$ cat src/rtl/bpm_tx_pkg.sv
package bpm_tx_pkg;

  typedef enum logic {
    SLOT_FIRST  = 1'b0,
    SLOT_SECOND = 1'b1
  } slot_e;

  // start + data + parity + stop
  function automatic int unsigned frame_cells(int unsigned code_w, int unsigned stop_cells);
    return code_w + 2 + stop_cells;
  endfunction

endpackage

$ cat src/rtl/bpm_slot_timer.sv
module bpm_slot_timer
  import bpm_tx_pkg::*;
(
  input  logic  clk_i,
  input  logic  rst_ni,
  output slot_e slot_o,
  output logic  cell_edge_o
);

  slot_e slot_q;

  always_ff @(posedge clk_i or negedge rst_ni) begin
    if (!rst_ni) slot_q <= SLOT_FIRST;
    else         slot_q <= (slot_q == SLOT_FIRST) ? SLOT_SECOND : SLOT_FIRST;
  end

  assign slot_o      = slot_q;
  // next edge opens a new cell
  assign cell_edge_o = (slot_q == SLOT_SECOND);

  AST_SLOT_ALTERNATES: assert property (@(posedge clk_i) disable iff (!rst_ni)
    1'b1 |=> slot_q != $past(slot_q));

endmodule

$ cat src/rtl/bpm_frame_seq.sv
module bpm_frame_seq
  import bpm_tx_pkg::*;
#(
  parameter int unsigned CODE_W     = 8,
  parameter int unsigned STOP_CELLS = 2
) (
  input  logic              clk_i,
  input  logic              rst_ni,
  input  logic              cell_edge_i,
  input  logic [CODE_W-1:0] code_i,
  input  logic              valid_i,
  output logic              ready_o,
  output logic              busy_o,
  output logic              cell_bit_o
);

  localparam int unsigned FRAME_W = frame_cells(CODE_W, STOP_CELLS);
  localparam int unsigned CNT_W   = $clog2(FRAME_W + 1);
  localparam int unsigned PAR_POS = STOP_CELLS;

  logic [FRAME_W-1:0] frame_d, frame_q;
  logic [CNT_W-1:0]   cnt_q;
  logic               busy_q, bit_q, accept;

  always_comb begin
    frame_d            = '0;
    frame_d[FRAME_W-1] = 1'b0;
    for (int i = 0; i < int'(CODE_W); i++) begin
      frame_d[FRAME_W-2-i] = code_i[CODE_W-1-i];
    end
    frame_d[PAR_POS] = ^code_i;
    for (int s = 0; s < int'(STOP_CELLS); s++) begin
      frame_d[s] = 1'b1;
    end
  end

  assign accept = valid_i & ~busy_q;

  always_ff @(posedge clk_i or negedge rst_ni) begin
    if (!rst_ni) begin
      frame_q <= '0;
      cnt_q   <= '0;
      busy_q  <= 1'b0;
      bit_q   <= 1'b1;
    end else if (accept) begin
      frame_q <= frame_d;
      cnt_q   <= CNT_W'(FRAME_W);
      busy_q  <= 1'b1;
    end else if (cell_edge_i) begin
      if (cnt_q != '0) begin
        bit_q   <= frame_q[FRAME_W-1];
        frame_q <= {frame_q[FRAME_W-2:0], 1'b0};
        cnt_q   <= cnt_q - CNT_W'(1);
      end else begin
        bit_q  <= 1'b1;
        busy_q <= 1'b0;
      end
    end
  end

  assign ready_o    = ~busy_q;
  assign busy_o     = busy_q;
  assign cell_bit_o = bit_q;

  AST_ACCEPT_BUSY: assert property (@(posedge clk_i) disable iff (!rst_ni)
    valid_i && ready_o |=> busy_o);
  AST_START_ZERO: assert property (@(posedge clk_i) disable iff (!rst_ni)
    cell_edge_i && busy_q && cnt_q == CNT_W'(FRAME_W) |=> !bit_q);
  AST_CNT_RANGE: assert property (@(posedge clk_i) disable iff (!rst_ni)
    cnt_q <= CNT_W'(FRAME_W));
  AST_IDLE_ONES: assert property (@(posedge clk_i) disable iff (!rst_ni)
    !busy_q |-> bit_q);
  AST_CODE_HOLD: assert property (@(posedge clk_i) disable iff (!rst_ni)
    busy_q && !cell_edge_i |=> $stable(frame_q));

endmodule

$ cat src/rtl/bpm_line_enc.sv
module bpm_line_enc
  import bpm_tx_pkg::*;
(
  input  logic  clk_i,
  input  logic  rst_ni,
  input  slot_e slot_i,
  input  logic  cell_bit_i,
  output logic  line_o
);

  logic line_q;

  always_ff @(posedge clk_i or negedge rst_ni) begin
    if (!rst_ni)                   line_q <= 1'b1;
    else if (slot_i == SLOT_SECOND) line_q <= ~line_q;           // cell boundary
    else                           line_q <= line_q ^ cell_bit_i; // mid-cell
  end

  assign line_o = line_q;

  AST_EDGE_TOGGLE: assert property (@(posedge clk_i) disable iff (!rst_ni)
    slot_i == SLOT_SECOND |=> line_q != $past(line_q));
  AST_MID_ONE: assert property (@(posedge clk_i) disable iff (!rst_ni)
    slot_i == SLOT_FIRST && cell_bit_i |=> line_q != $past(line_q));
  AST_MID_ZERO: assert property (@(posedge clk_i) disable iff (!rst_ni)
    slot_i == SLOT_FIRST && !cell_bit_i |=> $stable(line_q));

endmodule

$ cat src/rtl/bpm_tx.sv
module bpm_tx
  import bpm_tx_pkg::*;
#(
  parameter int unsigned CODE_W     = 8,
  parameter int unsigned STOP_CELLS = 2
) (
  input  logic              clk_i,
  input  logic              rst_ni,
  input  logic [CODE_W-1:0] code_i,
  input  logic              valid_i,
  output logic              ready_o,
  output logic              busy_o,
  output logic              line_o
);

  slot_e slot;
  logic  cell_edge, cell_bit;

  bpm_slot_timer u_timer (
    .clk_i       (clk_i),
    .rst_ni      (rst_ni),
    .slot_o      (slot),
    .cell_edge_o (cell_edge)
  );

  bpm_frame_seq #(
    .CODE_W     (CODE_W),
    .STOP_CELLS (STOP_CELLS)
  ) u_seq (
    .clk_i       (clk_i),
    .rst_ni      (rst_ni),
    .cell_edge_i (cell_edge),
    .code_i      (code_i),
    .valid_i     (valid_i),
    .ready_o     (ready_o),
    .busy_o      (busy_o),
    .cell_bit_o  (cell_bit)
  );

  bpm_line_enc u_enc (
    .clk_i      (clk_i),
    .rst_ni     (rst_ni),
    .slot_i     (slot),
    .cell_bit_i (cell_bit),
    .line_o     (line_o)
  );

  AST_IDLE_PHASE: assert property (@(posedge clk_i) disable iff (!rst_ni)
    !busy_o && slot == SLOT_FIRST |-> line_o);
  AST_IDLE_LOW_HALF: assert property (@(posedge clk_i) disable iff (!rst_ni)
    !busy_o && slot == SLOT_SECOND && !$past(busy_o) |-> !line_o);

endmodule

$ cat config.mk
export PLATFORM = sky130hd
export DESIGN_NAME = bpm_tx
export DESIGN_NICKNAME = d
export VERILOG_FILES = /design/src/rtl/bpm_tx_pkg.sv /design/src/rtl/bpm_slot_timer.sv /design/src/rtl/bpm_frame_seq.sv /design/src/rtl/bpm_line_enc.sv /design/src/rtl/bpm_tx.sv
export SDC_FILE = /design/constraint.sdc
export NUM_CORES = 1
export LEC_CHECK = 0
export BUFFER_PORTS_ARGS = -buffer_cell sky130_fd_sc_hd__buf_2
export CAP_MARGIN = 20
export CORE_UTILIZATION = 59
export DETAILED_ROUTE_END_ITERATION = 6
export PLACE_DENSITY = 0.9
export RECOVER_POWER = 25
export REMOVE_ABC_BUFFERS = 1
export SETUP_SLACK_MARGIN = 0.02
export SYNTH_ARGS = -nofsm -noshare
export SYNTH_HDL_FRONTEND = slang
export SYNTH_HIERARCHICAL = 1
export SYNTH_SLANG_ARGS = --single-unit
$ cat constraint.sdc
create_clock -name clk_i -period 2.6 [get_ports clk_i]
set_input_delay 0.52 -clock clk_i [delete_from_list [all_inputs] [get_ports clk_i]]
set_output_delay 0.52 -clock clk_i [all_outputs]
set_load 0.01 [all_outputs]
# == After elaboration in Yosys (flattened, before gate mapping) ==
# Index checks and enable logic that the tools add are counted.
# classes
n_bitwise,5
reduce_logical,7
muxes,12
add_sub_neg,1
eq_ne,1
# ops
op,n
$mux W12,3
$mux W4,3
$reduce_xor A8 Y1,1
$mux W1,6
$reduce_and A2 Y1,3
$reduce_bool A2 Y1,2
$reduce_bool A4 Y1,1
$sub A4 B1 Y4 const B,1
$not A1 Y1,3
$ne A2 B1 Y1 const B,1
$and A1 B1 Y1,1
$xor A1 B1 Y1,1
# word_totals
ff_bits,20
word_cells,32
input_bits,11
output_inout_bits,3

# == Logic depth before layout (Yosys ltp) ==
# Gate-level depths: netlist (run 1).
# logic_depth
depth_word,4
mapped_depth,7
ltp_nobuf,6

# == Cells and area by module ==
# The synthesis (run 1) kept the hierarchy.
# by_module_without_submodules
module,cells_per_inst,seq_area_each_um2,area_per_inst_um2,n_inst
bpm_frame_seq,100,451.7,918.4,1
bpm_line_enc,3,26.3,41.3,1
bpm_slot_timer,3,25.0,36.3,1

# == Worst setup path before layout (run 1) ==
# No wires, ideal clock.
# synth_path
path_kind,reg-to-reg
start,register u_seq.cnt_q[0]
end,register u_seq.frame_q[10]
t_required_ns,2.479
n_path_buf,1
stages_incl_launch_ff,8
setup_time_ns,0.121
arrival_ns,1.481
synth_period_minus_slack_ns,1.602
setup_slack_ns,0.998
path_cell_list,dfrtp_1 inv_1 ha_1 or3b_1 and2_4 buf_6 a21oi_2 a21oi_1
# synth_via
elab_chain_cells,3
# synth_lines
item,line_no,text
start: declaration,bpm_frame_seq.sv:22,logic [CNT_W-1:0] cnt_q;
start signal: assignment,bpm_frame_seq.sv:47,cnt_q <= CNT_W'(FRAME_W);
start signal: assignment,bpm_frame_seq.sv:53,cnt_q <= cnt_q - CNT_W'(1);
$reduce_bool A4 Y1,bpm_frame_seq.sv:50,if (cnt_q != '0) begin
$reduce_bool A2 Y1 (no line),--,
$reduce_and A2 Y1 (no line),--,
end signal: assignment,bpm_frame_seq.sv:46,frame_q <= frame_d;
end signal: assignment,bpm_frame_seq.sv:52,"frame_q <= {frame_q[FRAME_W-2:0], 1'b0};"
end: declaration,bpm_frame_seq.sv:21,"logic [FRAME_W-1:0] frame_d, frame_q;"
# No other way between the ends.
# A chain may end at the register's enable or synchronous reset.

# == Worst setup path in the final report (run 1) ==
# layout_path
start,register u_seq.cnt_q[0]
end,register u_seq.cnt_q[1]
# layout_via
elab_chain_cells,4
elab_cells_between_ends,7
cone_classes,1 x add/sub; 3 x mux; 3 x reduce/logical
# layout_lines
item,line_no,text
$sub A4 B1 Y4,bpm_frame_seq.sv:53,
$mux W4,bpm_frame_seq.sv:50,
$mux W4,bpm_frame_seq.sv:49,end else if (cell_edge_i) begin
$mux W4,bpm_frame_seq.sv:45,end else if (accept) begin
# Parallel ways exist; a longest one is shown, timed or not. The select of a mux whose other input is x is not followed.

==> results.toml, run 1 <==
[timing]
tightestPinTransition_ns = 1.01
tns_ns = 0
hold_ws_ns = 0.368
min_period_ns = 1.76
hold_viol = 0
rsz0062_at_grt = "no"
setup_slack_ns = 0.839
clock_skew_ns = 0.00571
relSlewSlack_pct = 32.7
final.period_utilization_pct = 67.7
finalSetupViolations = 0
maxSlewViolCount = 0
max_freq_mhz = 568

[power_and_ir_drop]
p_sw_w = 0.000372
swShare_pct = 33.4
internal_power_w = 0.000744
power.total_w = 0.00112
power_frac_comb_pct = 33.6
ir_worst_vdd_uv = 587
power_density_nw_per_um2 = 1030
p_leak_nw = 0.491
clock_power_share_pct = 15.6
seq_power_share_pct = 50.8

[placement]
io_buffer_count = 13
place_hpwl_mm = 1.16
gp_congestion = 0.770
place_inst = 130
post-place-ws_ns = 0.860

[clocking]
cts_buffers = 3
cts.repair.resized = 0
insertion_delay_ns = 0.29
postCtsSetupRepairBufs = 0
clk_pin_slew_ns = 0.11
clockRootBuffer = "clkbuf_4"
cts_sinks = 20
cts_hold_buffers = 0
cts_buffer_depth = 2
cts_tree = "built"
htreeDepth = 1

[route]
drt_iter0_drc = 15
drt-total-wl_mm = 1.61
drt-pass1-iter-count = 4
detail_route.wl_per_cell_um = 12.0
ant_nets = 0
vias = 729
vias_per_cell = 5.44
drc = 0

[floorplan]
dieArea_um2 = 1860
dieWidth_um = 43.1
io_pins = 14
start_util_pct = 64.6
core-area_um2 = 1540
std_cell_rows = 14
die_h_um = 43.1

[critical_path]
crit_slowest_cell = "dfrtp_1"
crit_arrival_ns = 1.97
end_kind = "flip-flop"
crit_type = "flip-flop to flip-flop"
cpMostUsedCell = "nand2_1"
cp-start-kind = "flip-flop"
worstPathMaxFanout = 13
crit_required_ns = 2.81
crit_chain = "inv_1 -> ha_1 -> or3b_1 -> nand2_1 -> nand2_1 -> a21oi_1"
max_stage_delay_ns = 0.42

[global_route]
grt_pass1_wl_mm = 2.88
grt_overflow = 0
antenna_found_initial = 0
first_global_vias = 724
grt_max_degree = 21
track_usage_pct = 20.2

[logic_synthesis]
yosysUniqueCellTypes = 25
syn_inst = 106
ys_ff_latch = 20
yosysWarnings = 6
syn_area_um2 = 996
syn_area_per_cell_um2 = 9.40
synth_seq_area_share_pct = 50.5

[worst_hold_path]
min_path_type = "primary input to async pin"

[cells_and_area]
multi_input_area_um2 = 440
drive_gt1_share_pct = 24.6
areaGrowthSynthToFinish_pct = 8.29
ff_latch_area_um2 = 503
stdcell_count = 134
fin_nets = 131
fill_cells = 130
antenna_cells = 0

[status]
status = "finished clean"

[flow_run]
maxCapViolations = 0
-- stage by stage --
stage / util [%] / instance area (µm²)
2_1_floorplan: - / 958
3_3_place_gp: 67.7 / 1040
3_5_place_dp: 67.7 / 1040
4_1_cts: 70.0 / 1080
5_1_grt: 70.0 / 1080
6_report: 70.0 / 1080
-- Yosys cell counts --
master    instances  share of area, %
a31oi_1           1              0.63
ha_1              1               1.3
and2b_2           1              0.88
clkbuf_1          1              0.38
nand3_1           2               1.0
and3_2            1              0.75
nor2_2            1              0.63
and2_4            1              0.88
a21oi_2           7               6.2
buf_6             1               1.1
nor2_1           10               3.8
nor3b_1           1              0.75
buf_4             3               2.3
a21oi_1          14               7.0
o21ai_0           1              0.50
inv_1             4               1.5
dfrtp_1          18                45
or2b_1            1              0.75
or3b_1            1              0.88
nor3_1            1              0.50
xnor2_1           9               7.9
xor2_1            1              0.88
dfstp_2           2               5.3
nand2_1          22               8.3
a22oi_1           1              0.75
-- logic make-up (layout without fill, tap and decap cells) --
family	count (synthesis)	after routing	synth area share (%)
adders and majority gates	1	1	1.26
buffers and inverters	9	21	5.28
DFF	20	20	50.5
and+or+nand+nor	42	42	19.1
xor gates and xnor gates	10	10	8.79
AOI/OAI and AO/OA	24	24	15.1
-- cell usage in the layout, fill, tap and decap left out, drive strengths merged --
cell type / instances
or2b: 1
clkbuf: 5
dfstp: 2
a31oi: 1
a21oi: 21
nor3b: 1
o21ai: 1
xor2: 1
inv: 4
nor2: 11
and2: 1
dfrtp: 18
and2b: 1
nand2: 22
or3b: 1
nor3: 1
and3: 1
buf: 12
ha: 1
nand3: 2
a22oi: 1
xnor2: 9
-- registers in the layout (all words and copies together), names as in the netlist --
| signal | count |
|---|---|
| u_seq/frame_q | 12 |
| u_seq/cnt_q | 4 |
| u_enc/line_o | 1 |
| u_seq/busy_o | 1 |
| u_seq/cell_bit_o | 1 |
| u_timer/cell_edge_o | 1 |
-- routing by layer --
metal | global-route usage [%] | share of wire, % | vias up | wire (µm)
li1 | - | - | 369 | -
met1 | 24.9 | 45 | 343 | 728
met2 | 36.7 | 51 | 17 | 822
met3 | 3.83 | 3.5 | 0 | 56
met4 | 3.64 | 0 | 0 | 0
met5 | 0 | 0 | - | 0
-- final timing paths --
path	from	endpoint	slack, ns	depth (start not counted)
setup / recovery	u_seq/cnt_q[0]	u_seq/cnt_q[1]	0.84	6
hold / removal	rst_ni	u_seq/busy_o	0.37	1
setup reg to reg	u_seq/cnt_q[0]	u_seq/cnt_q[1]	0.84	6
hold reg to reg	u_enc/line_o	u_enc/line_o	0.50	1
max in group asynchronous	rst_ni	u_seq/cnt_q[1]	1.62	1
min in group clk_i	u_enc/line_o	u_enc/line_o	0.50	1
-- worst max-delay path, delay by kind of cell (launching register included) --
kind,cells,cell delay [ns]
DFF,1,0.42
buffers and inverters,1,0.07
adders and majority gates,1,0.18
and+or+nand+nor,3,0.87
AOI/OAI and AO/OA,1,0.16
-- power groups by stage --
stage                     registers, W  clock network (W)  logic, W
after detailed placement      0.000574                  0  0.000379
after global routing          0.000588           0.000188  0.000427
after floorplan               0.000559                  0  0.000293
after CTS                     0.000567           0.000177  0.000381
after global placement        0.000565                  0  0.000362
final                         0.000567           0.000174  0.000375
-- area by class of cell --
type                    instances  share of cell area (%)
well taps                      16                    1.86
flip-flops and latches         20                    46.6
clock buffers                   4                    3.36
inverters                       4                    1.39
repair buffers                 13                    5.92
multi-input cells              77                    40.8
Power figures use the tool's default switching activity.
==> run 2: changes to the inputs <==
--- a/config.mk
+++ b/config.mk
@@ -5,11 +5,13 @@
 export SDC_FILE = /design/constraint.sdc
 export NUM_CORES = 1
 export LEC_CHECK = 0
+export ABC_AREA = 1
 export BUFFER_PORTS_ARGS = -buffer_cell sky130_fd_sc_hd__buf_2
 export CAP_MARGIN = 20
-export CORE_UTILIZATION = 59
+export CORE_ASPECT_RATIO = 0.7
+export CORE_UTILIZATION = 56
 export DETAILED_ROUTE_END_ITERATION = 6
-export PLACE_DENSITY = 0.9
+export PLACE_DENSITY = 0.85
 export RECOVER_POWER = 25
 export REMOVE_ABC_BUFFERS = 1
 export SETUP_SLACK_MARGIN = 0.02
==> constraint.sdc (replaced) <==
create_clock -name clk_i -period 1.8 [get_ports clk_i]
set_input_delay 0.36 -clock clk_i [delete_from_list [all_inputs] [get_ports clk_i]]
set_output_delay 0.36 -clock clk_i [all_outputs]
set_load 0.01 [all_outputs]
==> run 2 against run 1 <==
Compared with the run above:
- area after synthesis up 12%
- final area up 13%
- wire length up 32%
- clock power up 45%
- global-route usage up 1.7 points
- worst setup slack worse by 0.59 ns
- combinational power up 74%
- die area up 17%
- critical path type unchanged
==> results.toml, run 2 <==
[timing]
clock_skew_ns = 0.00488
hold_ws_ns = 0.219
maxSlewViolCount = 0
min_period_ns = 1.55
hold_viol = 0
setup_slack_ns = 0.247
relSlewSlack_pct = 30.1
tightestPinTransition_ns = 1.05
max_freq_mhz = 644
finalSetupViolations = 0
final.period_utilization_pct = 86.3
rsz0062_at_grt = "no"
tns_ns = 0

[clocking]
clk_pin_slew_ns = 0.11
cts_tree = "built"
cts_buffer_depth = 2
cts_sinks = 20
htreeDepth = 1
clockRootBuffer = "clkbuf_4"
cts.repair.resized = 0
cts_hold_buffers = 0
insertion_delay_ns = 0.29
cts_buffers = 3
postCtsSetupRepairBufs = 0

[route]
detail_route.wl_per_cell_um = 11.3
drt-pass1-iter-count = 4
drt_iter0_drc = 22
ant_nets = 0
drt-total-wl_mm = 2.13
vias = 972
vias_per_cell = 5.14
drc = 0

[power_and_ir_drop]
power.total_w = 0.00170
p_leak_nw = 0.700
power_density_nw_per_um2 = 1390
ir_worst_vdd_uv = 1200

[cells_and_area]
final_cell_mix = "53 x nand2_1, 24 x inv_1, 18 x dfrtp_1, 17 x nor2_1, 12 x buf_2"
largest_reg_flops = 12
drive_gt1_share_pct = 17.4
top_regs = "u_seq/frame_q (12), u_seq/cnt_q (4)"
fill_cells = 154
fin_nets = 180
largest-register = "u_seq/frame_q"
final_common_cell = "nand2_1"
antenna_cells = 0
final_cell_area_um2 = 1220
areaGrowthSynthToFinish_pct = 9.53

[flow_run]
maxCapViolations = 0

[floorplan]
dieWidth_um = 55.4
dieArea_um2 = 2180
core-area_um2 = 1870
io_pins = 14
start_util_pct = 59.7
std_cell_rows = 13
die_h_um = 39.4

[logic_synthesis]
syn_inst = 152
synth_top_area_share_pct = 40.4
netlist_top_cells_count = "53 x nand2_1, 24 x inv_1, 18 x dfrtp_1"
yosysTopAreaCell = "dfrtp_1"
synth_flop_cell = "dfrtp_1"
synth-async-reset-ratio_pct = 100
ys_ff_latch = 20
synth_most_common_cell = "nand2_1"
yosysUniqueCellTypes = 23
synth_edf_count = 0
yosysWarnings = 6
synth_area_leaders = "dfrtp_1 40%, nand2_1 18%, inv_1 8.1%"
syn_area_per_cell_um2 = 7.34
syn_area_um2 = 1120
synth_seq_area_share_pct = 45.1

[worst_hold_path]
min_path_type = "primary input to async pin"

[critical_path]
worstPathMaxFanout = 19
crit_arrival_ns = 1.74
crit_chain = "inv_1 -> ha_1 -> nand3_2 -> nand2_4 -> nand2_2 -> buf_4 -> o21ai_0 -> o21ai_2"
cp-start-kind = "flip-flop"
crit_required_ns = 1.98
max_stage_delay_ns = 0.38
end_kind = "flip-flop"
crit_type = "flip-flop to flip-flop"
crit_slowest_cell = "dfrtp_1"
r2r_cells = 8

[status]
status = "finished clean"

[placement]
post-place-ws_ns = 0.293
place_area_um2 = 1190
place_hpwl_mm = 1.61
gp_congestion = 0.729
io_buffer_count = 13

[global_route]
antenna_found_initial = 0
first_global_vias = 873
grt_pass1_wl_mm = 3.60
grt_max_degree = 21
track_usage_pct = 21.9
grt_overflow = 0
==> run 2: final timing paths <==
kind,end,slack [ns],from
worst max-delay path,u_seq/frame_q[1],0.25,u_seq/cnt_q[0]
worst min-delay path,u_timer/cell_edge_o,0.22,rst_ni
worst max register to register,u_seq/frame_q[1],0.25,u_seq/cnt_q[0]
worst min register to register,u_seq/frame_q[0],0.48,u_seq/frame_q[0]
max in group asynchronous,u_seq/cnt_q[2],0.95,rst_ni
min in group clk_i,u_seq/frame_q[3],0.34,code_i[0]
==> run 2: worst max-delay path, delay by kind of cell (launching register included) <==
kind	cells	cell delay, ns
compound gates	2	0.23
simple gates	3	0.28
buf+inv	2	0.33
flops	1	0.38
fa+ha+maj	1	0.22
==> run 2: layout make-up <==
cell class | count | area (µm²) | share of cell area (%)
clock buffer | 4 | 36.3 | 2.97
multi-input combinational | 101 | 472 | 38.6
inverter | 26 | 97.6 | 7.98
sequential | 20 | 503 | 41.1
tap | 22 | 27.5 | 2.25
timing repair buffer | 16 | 86.3 | 7.06
==> run 2: cells by family after synthesis <==
logic type      count (synthesis)  share of synthesized area, %
compound gates                 20                          11.1
xor+xnor                        1                         0.785
fa+ha+maj                       1                          1.12
buf+inv                        31                          12.7
flops                          20                          45.1
simple gates                   79                          29.3
==> run 2: metrics by stage <==
stage	std cells	utilization [%]
final	189	65.4
after detailed placement	185	63.5
after global routing	189	65.4
after CTS	189	65.4
after global placement	185	63.5
after floorplan	147	-
==> run 2: layer usage <==
layer	track usage (%)	wire, µm	up-vias	share of wire [%]
met5	0	0	-	0
met3	6.27	97	0	4.6
li1	-	-	495	-
met4	5.63	0	0	0
met1	27.3	1010	448	47
met2	38.6	1020	29	48
==> run 2: power breakdown <==
group          internal, W  switching (W)  leakage [nW]  total (W)
logic             0.000262       0.000391         0.449   0.000653
registers         0.000680       0.000113         0.231   0.000793
clock network     0.000123       0.000129        0.0210   0.000252
